## config.mk

```make
export PLATFORM = sky130hd
export DESIGN_NAME = psimd_unit
export DESIGN_NICKNAME = d
export VERILOG_FILES = /design/src/rtl/psimd_pkg.sv /design/src/rtl/psimd_regfile.sv /design/src/rtl/psimd_lanes.sv /design/src/rtl/psimd_ctrl.sv /design/src/rtl/psimd_unit.sv
export SDC_FILE = /design/constraint.sdc
export NUM_CORES = 2
export LEC_CHECK = 0
export BUFFER_PORTS_ARGS = -buffer_cell sky130_fd_sc_hd__buf_4
export CORE_MARGIN = 5
export CORE_UTILIZATION = 62
export DETAILED_ROUTE_END_ITERATION = 10
export PLACE_DENSITY_LB_ADDON = 0.15
export SYNTH_ARGS = -nofsm -noshare
export SYNTH_HDL_FRONTEND = slang
export SYNTH_HIERARCHICAL = 1
export SYNTH_SLANG_ARGS = --single-unit
```

## constraint.sdc

```tcl
create_clock -name clk -period 5.45 [get_ports clk]
set_clock_uncertainty 0.15 [all_clocks]
set_input_delay 0.545 -clock clk [delete_from_list [all_inputs] [get_ports clk]]
set_output_delay 0.545 -clock clk [all_outputs]
set_load 0.005 [all_outputs]
```

## src/rtl/psimd_pkg.sv

```systemverilog
package psimd_pkg;

    typedef enum logic [2:0] {
        OP_ADD   = 3'd0,
        OP_SUB   = 3'd1,
        OP_ADDUS = 3'd2,
        OP_SUBUS = 3'd3,
        OP_ADDSS = 3'd4,
        OP_SUBSS = 3'd5,
        OP_RSV6  = 3'd6,
        OP_RSV7  = 3'd7
    } op_e;

    typedef enum logic {
        ST_IDLE  = 1'b0,
        ST_WBACK = 1'b1
    } st_e;

    typedef struct packed {
        logic sub;
        logic sat;
        logic sgn;
    } opdec_t;

    function automatic opdec_t decode_op(input logic [2:0] op);
        opdec_t d;
        d = '0;
        unique case (op_e'(op))
            OP_ADD, OP_RSV6, OP_RSV7: d = '0;
            OP_SUB:   d.sub = 1'b1;
            OP_ADDUS: d.sat = 1'b1;
            OP_SUBUS: begin d.sub = 1'b1; d.sat = 1'b1; end
            OP_ADDSS: begin d.sat = 1'b1; d.sgn = 1'b1; end
            OP_SUBSS: begin d.sub = 1'b1; d.sat = 1'b1; d.sgn = 1'b1; end
        endcase
        return d;
    endfunction

endpackage

```

## src/rtl/psimd_regfile.sv

```systemverilog
module psimd_regfile #(
    parameter int DATA_W = 64,
    parameter int NREGS  = 8,
    localparam int IW    = $clog2(NREGS)
) (
    input  logic              clk,
    input  logic              rst_n,
    input  logic [IW-1:0]     rd_a_idx,
    input  logic [IW-1:0]     rd_b_idx,
    output logic [DATA_W-1:0] rd_a,
    output logic [DATA_W-1:0] rd_b,
    input  logic              we,
    input  logic [IW-1:0]     wr_idx,
    input  logic [DATA_W-1:0] wr_data
);

    logic [DATA_W-1:0] mem [NREGS];

    always_ff @(posedge clk or negedge rst_n) begin
        if (!rst_n) begin
            for (int i = 0; i < NREGS; i++) mem[i] <= '0;
        end else if (we) begin
            mem[wr_idx] <= wr_data;
        end
    end

    assign rd_a = mem[rd_a_idx];
    assign rd_b = mem[rd_b_idx];

    // a written word is held by its register on the next cycle
    a_r4_write_visible: assert property (@(posedge clk) disable iff (!rst_n)
        we |=> (mem[$past(wr_idx)] == $past(wr_data)));

endmodule

```

## src/rtl/psimd_lanes.sv

```systemverilog
module psimd_lanes
    import psimd_pkg::*;
#(
    parameter int DATA_W = 64,
    parameter int LANE_W = 8,
    localparam int NL    = DATA_W / LANE_W
) (
    input  logic [DATA_W-1:0] a,
    input  logic [DATA_W-1:0] b,
    input  opdec_t            dec,
    output logic [DATA_W-1:0] res,
    output logic [NL-1:0]     clamp
);

    for (genvar i = 0; i < NL; i++) begin : g_lane
        logic [LANE_W-1:0] la, lb, bx, lr;
        logic [LANE_W:0]   ext;
        logic              ovf_u, ovf_s, hit;

        assign la  = a[i*LANE_W +: LANE_W];
        assign lb  = b[i*LANE_W +: LANE_W];
        assign bx  = dec.sub ? ~lb : lb;
        assign ext = {1'b0, la} + {1'b0, bx} + {{LANE_W{1'b0}}, dec.sub};
        // carry out on add, or no carry (borrow) on subtract
        assign ovf_u = ext[LANE_W] ^ dec.sub;
        assign ovf_s = (la[LANE_W-1] == bx[LANE_W-1]) && (ext[LANE_W-1] != la[LANE_W-1]);

        always_comb begin
            hit = 1'b0;
            lr  = ext[LANE_W-1:0];
            if (dec.sat) begin
                if (!dec.sgn && ovf_u) begin
                    hit = 1'b1;
                    lr  = dec.sub ? {LANE_W{1'b0}} : {LANE_W{1'b1}};
                end else if (dec.sgn && ovf_s) begin
                    hit = 1'b1;
                    lr  = la[LANE_W-1] ? {1'b1, {(LANE_W-1){1'b0}}}
                                       : {1'b0, {(LANE_W-1){1'b1}}};
                end
            end
        end

        assign res[i*LANE_W +: LANE_W] = lr;
        assign clamp[i] = hit;
    end

endmodule

```

## src/rtl/psimd_ctrl.sv

```systemverilog
module psimd_ctrl
    import psimd_pkg::*;
(
    input  logic clk,
    input  logic rst_n,
    input  logic req_valid,
    output logic req_ready,
    output logic accept,
    output logic wb_en
);

    st_e state_q, state_d;

    always_ff @(posedge clk or negedge rst_n) begin
        if (!rst_n) state_q <= ST_IDLE;
        else        state_q <= state_d;
    end

    always_comb begin
        state_d = state_q;
        unique case (state_q)
            ST_IDLE:  if (req_valid) state_d = ST_WBACK;
            ST_WBACK: state_d = ST_IDLE;
        endcase
    end

    always_comb begin
        req_ready = 1'b0;
        wb_en     = 1'b0;
        unique case (state_q)
            ST_IDLE:  req_ready = 1'b1;
            ST_WBACK: wb_en     = 1'b1;
        endcase
        accept = req_ready && req_valid;
    end

    // write-back always follows an accepted request
    a_r3_accept_then_wb: assert property (@(posedge clk) disable iff (!rst_n)
        accept |=> wb_en);
    // write-back lasts one cycle
    a_r3_wb_single: assert property (@(posedge clk) disable iff (!rst_n)
        wb_en |=> !wb_en);

endmodule

```

## src/rtl/psimd_unit.sv

```systemverilog
module psimd_unit
    import psimd_pkg::*;
#(
    parameter int DATA_W = 64,
    parameter int NREGS  = 8,
    localparam int IW    = $clog2(NREGS),
    localparam int MAXL  = DATA_W / 8
) (
    input  logic              clk,
    input  logic              rst_n,
    input  logic              ld_en,
    input  logic [IW-1:0]     ld_idx,
    input  logic [DATA_W-1:0] ld_data,
    input  logic              req_valid,
    output logic              req_ready,
    input  logic [2:0]        req_op,
    input  logic [1:0]        req_lsz,
    input  logic [IW-1:0]     req_src_a,
    input  logic [IW-1:0]     req_src_b,
    input  logic [IW-1:0]     req_dst,
    output logic              res_valid,
    output logic [DATA_W-1:0] res_data,
    output logic [MAXL-1:0]   sat_flags
);

    localparam int NSIZES = 3;

    logic              accept, wb_en;
    logic [DATA_W-1:0] opa, opb;
    logic              we;
    logic [IW-1:0]     wr_idx;
    logic [DATA_W-1:0] wr_data;
    opdec_t            dec;
    logic [1:0]        sel;

    logic [DATA_W-1:0] res_k [NSIZES];
    logic [MAXL-1:0]   flg_k [NSIZES];

    logic [DATA_W-1:0] rslt_q;
    logic [MAXL-1:0]   flags_q;
    logic [IW-1:0]     dst_q;
    logic [1:0]        sel_q;
    logic              sat_q;

    psimd_ctrl u_ctrl (
        .clk       (clk),
        .rst_n     (rst_n),
        .req_valid (req_valid),
        .req_ready (req_ready),
        .accept    (accept),
        .wb_en     (wb_en)
    );

    // write-back owns the port; a load is dropped in that cycle
    assign we      = wb_en || ld_en;
    assign wr_idx  = wb_en ? dst_q  : ld_idx;
    assign wr_data = wb_en ? rslt_q : ld_data;

    psimd_regfile #(.DATA_W(DATA_W), .NREGS(NREGS)) u_rf (
        .clk      (clk),
        .rst_n    (rst_n),
        .rd_a_idx (req_src_a),
        .rd_b_idx (req_src_b),
        .rd_a     (opa),
        .rd_b     (opb),
        .we       (we),
        .wr_idx   (wr_idx),
        .wr_data  (wr_data)
    );

    assign dec = decode_op(req_op);
    assign sel = (req_lsz == 2'd0) ? 2'd0 : (req_lsz == 2'd1) ? 2'd1 : 2'd2;

    for (genvar k = 0; k < NSIZES; k++) begin : g_size
        localparam int LW = 8 << k;
        localparam int NL = DATA_W / LW;
        logic [NL-1:0] clamp;

        psimd_lanes #(.DATA_W(DATA_W), .LANE_W(LW)) u_lanes (
            .a     (opa),
            .b     (opb),
            .dec   (dec),
            .res   (res_k[k]),
            .clamp (clamp)
        );
        assign flg_k[k] = MAXL'(clamp);
    end

    always_ff @(posedge clk or negedge rst_n) begin
        if (!rst_n) begin
            rslt_q  <= '0;
            flags_q <= '0;
            dst_q   <= '0;
            sel_q   <= '0;
            sat_q   <= 1'b0;
        end else if (accept) begin
            rslt_q  <= res_k[sel];
            flags_q <= flg_k[sel];
            dst_q   <= req_dst;
            sel_q   <= sel;
            sat_q   <= dec.sat;
        end
    end

    assign res_valid = wb_en;
    assign res_data  = rslt_q;
    assign sat_flags = wb_en ? flags_q : '0;

    // no request is taken while a result is reported
    a_r3_busy_not_ready: assert property (@(posedge clk) disable iff (!rst_n)
        res_valid |-> !req_ready);
    // a taken request is reported on the next cycle
    a_r3_result_next: assert property (@(posedge clk) disable iff (!rst_n)
        (req_valid && req_ready) |=> res_valid);
    // wrapping operations never report a clamp
    a_r9_wrap_no_flags: assert property (@(posedge clk) disable iff (!rst_n)
        (res_valid && !sat_q) |-> (sat_flags == '0));
    // 32-bit lanes use only the two low flag bits
    a_r9_wide_lanes: assert property (@(posedge clk) disable iff (!rst_n)
        (res_valid && sel_q == 2'd2) |-> (sat_flags[MAXL-1:2] == '0));
    // flags are quiet outside the result cycle
    a_r9_flags_quiet: assert property (@(posedge clk) disable iff (!rst_n)
        !res_valid |-> (sat_flags == '0));

endmodule

```

==> run_results.csv <==
group,metric,value,unit
outcome,outcome,"finished clean",
setup_path,worst-endpoint-required,5760,ps
sta,tightest_slew,1110,ps
route,antenna_left,0,
sta,setup_viol,0,
route,first_iter_violations,2901,
clock_network,clock_sinks,588,
clock_network,clock_tree.buffer_depth,3,
sta,hold_viol_final,0,
clock_network,insertion_delay,620,ps
global_route,first_global_vias,34900,
sta,timing.final.crit_period,5100,ps
sta,relSlewSlack,26.3,%
final_layout,finalNetCount,4363,
global_route,grt_pass1_wl,204000,um
synthesis,synthesis.area,45900,um2
final_layout,post_route_cells_drive_above_1_share,36.9,%
clock_network,cts_htree_levels,3,
setup_path,worst-endpoint-arrival,5410,ps
clock_network,cts_tree,"built",
sta,final_max_slew_viol_count,0,
global_route,grt_overflow_total,0,
setup_path,path_class,"in -> reg",
placed_design,dpl_worst_slack,-171,ps
placed_design,place_hpwl,91400,um
setup_path,crit_path_max_incr_delay,850,ps
route,wl_per_cell,25.3,um
synthesis,syn_avg_cell_area,11.6,um2
hold_path,min-delay-path-class,"in -> reg",
setup_path,critical_path.top_delay_family,"compound AO/OA/AOI/OAI gates",
setup_path,worstPathCellList,"clkbuf_8, buf_12, buf_12, mux4_2, mux2_2, xor2_1, ha_1, a211oi_1, o21ai_0, nand3b_1, a31oi_1, nor2_1, mux2i_1, a21oi_1, o21ai_0, mux2i_1, o211ai_2",
clock_network,clk_tree_root_cell,"sky130_fd_sc_hd__clkbuf_16",
route,routed-via-count,34100,
synthesis,syn-instance-count,3955,
synthesis,synth.distinct_cells,120,
floorplanning,floorplan.initialDensity,62.7,%
route,detail_route.wirelength,129000,um
synthesis,synth-edff-count,0,
synthesis,yosysWarnings,6,
clock_network,ctsHoldBuffers,3,
synthesis,area_share_of_the_largest_cell_type_after_synthesis,32.1,%
floorplanning,fp.dieW,282,um
floorplanning,fp.dieArea,79600,um2
setup_path,total_buffers_and_inverters_traversed_by_the_critical_path,3,
setup_path,setup.worst_path.end_class,"register",
final_layout,layout.cells.most_common,"sky130_fd_sc_hd__mux2_2",
synthesis,synth.largest_area_cell,"sky130_fd_sc_hd__dfrtp_1",
floorplanning,floorplan.core_area,73200,um2
clock_network,cts.repair.resized,0,
route,detail_route.drc_violations,0,
synthesis,net_count_synth,4242,
synthesis,postSynth.asyncResetShare,100,%
sta,grt_setup_unrepaired,"no",
placed_design,place.gp.congestion,0.980,
placed_design,placement.io_buffers,158,
floorplanning,num_io_pins,159,
global_route,grt_usage,32.4,%
global_route,initial_antenna_violation_count,2,
setup_path,critical_path.slowest_cell,"sky130_fd_sc_hd__a21oi_1",
floorplanning,floorplan.rows,99,
synthesis,ys.flop_type,"sky130_fd_sc_hd__dfrtp_1",
setup_path,max_fanout_on_critical_path,27,
synthesis,synth-seq-area-share,32.1,%
sta,timing.final.crit_share,93.6,%
final_layout,syn_to_final_growth,10.2,%
clock_network,clk_transition_reported_paths,60,ps
floorplanning,die_y,282,um
route,via_per_inst,6.70,
global_route,grt_max_degree,144,
setup_path,worst_setup_path_start_kind,"primary input",
sta,max_freq,196,MHz
route,drt_first_pass_iters,6,
synthesis,ys_seq_elements,588,
final_layout,mostFrequentLayoutCells,"sky130_fd_sc_hd__mux2_2, sky130_fd_sc_hd__dfrtp_1, sky130_fd_sc_hd__buf_4",
clock_network,numCtsBuffers,68,
clock_network,post_cts_buffers,0,
sta,layout_setup_ws,351,ps
job,cap_viol_max_count,0,
synthesis,synth.top_cells.by_area,"sky130_fd_sc_hd__dfrtp_1, sky130_fd_sc_hd__mux2_2, sky130_fd_sc_hd__mux4_2",
[path summary, 6_finish.rpt]
path	from	slack, ps	to	cells after the start
setup / recovery	req_src_b[0]	350	res_data[29]$_DFFE_PN0P_	17
hold / removal	req_dst[1]	30	dst_q[1]$_DFFE_PN0P_	2
setup reg to reg	u_rf/mem[16]$_DFFE_PN0P_	490	res_data[29]$_DFFE_PN0P_	14
hold reg to reg	dst_q[1]$_DFFE_PN0P_	350	dst_q[1]$_DFFE_PN0P_	1
max in group asynchronous	rst_n	3510	u_rf/mem[208]$_DFFE_PN0P_	3
min in group asynchronous	rst_n	390	u_rf/mem[363]$_DFFE_PN0P_	2
[synth_stat cells (all sizes together) (6+ instances only)]
cell     instances
a2111oi         10
a211o            8
a211oi          28
a21boi          10
a21o            70
a21oi          207
a311oi           7
a31o             7
a31oi           24
and2            24
and3            23
and4             6
buf            194
clkbuf          62
dfrtp          588
fa              14
ha             188
inv             64
mux2           717
mux2i           91
mux4           256
nand2          124
nand2b          80
nand3          101
nand4           22
nor2           119
nor2b           20
nor3            44
nor4            14
o2111ai          6
o211ai          84
o21a            27
o21ai          207
o21bai          19
o221ai           6
o22ai           11
o31a             6
o31ai           26
or2             11
or3             12
xnor2           95
xor2           250
[kinds of logic after synthesis]
family          synth area share (%)
buf+inv                         3.85
flops                           32.1
mux                             32.1
fa+ha+maj                       5.74
compound gates                  12.3
xor+xnor                        6.58
simple gates                    7.33
[sequential cells by signal, indices dropped and copies added, names as in the netlist]
signal / cells
u_rf/mem: 512
dst_q: 3
flags_q: 8
res_data: 64
u_ctrl/state_q: 1
[metrics by stage]
step / std cells / hold WS, ps / setup TNS, ps / util (%) / area, um2
after floorplan: 3955 / 99.4 / 0 / - / 45900
after global placement: 4962 / 335 / 0 / 65.9 / 48300
after detailed placement: 4962 / 344 / -1120 / 65.9 / 48300
after CTS: 5086 / 9.27 / 0 / 69.1 / 50600
after global routing: 5086 / 25.0 / 0 / 69.1 / 50600
final: 5087 / 33.4 / 0 / 69.1 / 50600
[metal layers]
layer | part of all wire [%] | vias to the layer above | track usage (%) | wire (um)
met4 | 3.5 | 4 | 10.2 | 4530
li1 | - | 15200 | - | -
met3 | 6.1 | 255 | 4.66 | 7870
met1 | 42 | 17400 | 44.8 | 54400
met2 | 48 | 1156 | 53.5 | 62000
met5 | 0.026 | - | 0 | 34
[area by class of cell]
| cell class | instances | area, um2 |
|---|---|---|
| antenna | 1 | 2.50 |
| clock inverter | 24 | 318 |
| sequential | 588 | 14700 |
| multi-input combinational | 3045 | 29500 |
| timing repair buffer | 307 | 2630 |
| clock buffer | 97 | 1960 |
| tap | 959 | 1200 |
| inverter | 66 | 248 |
| fill | 5411 | 22600 |
Power is left out: the tool's default activity adds up to more than one toggle a clock period on the data nets, which glitch-free logic cannot reach.
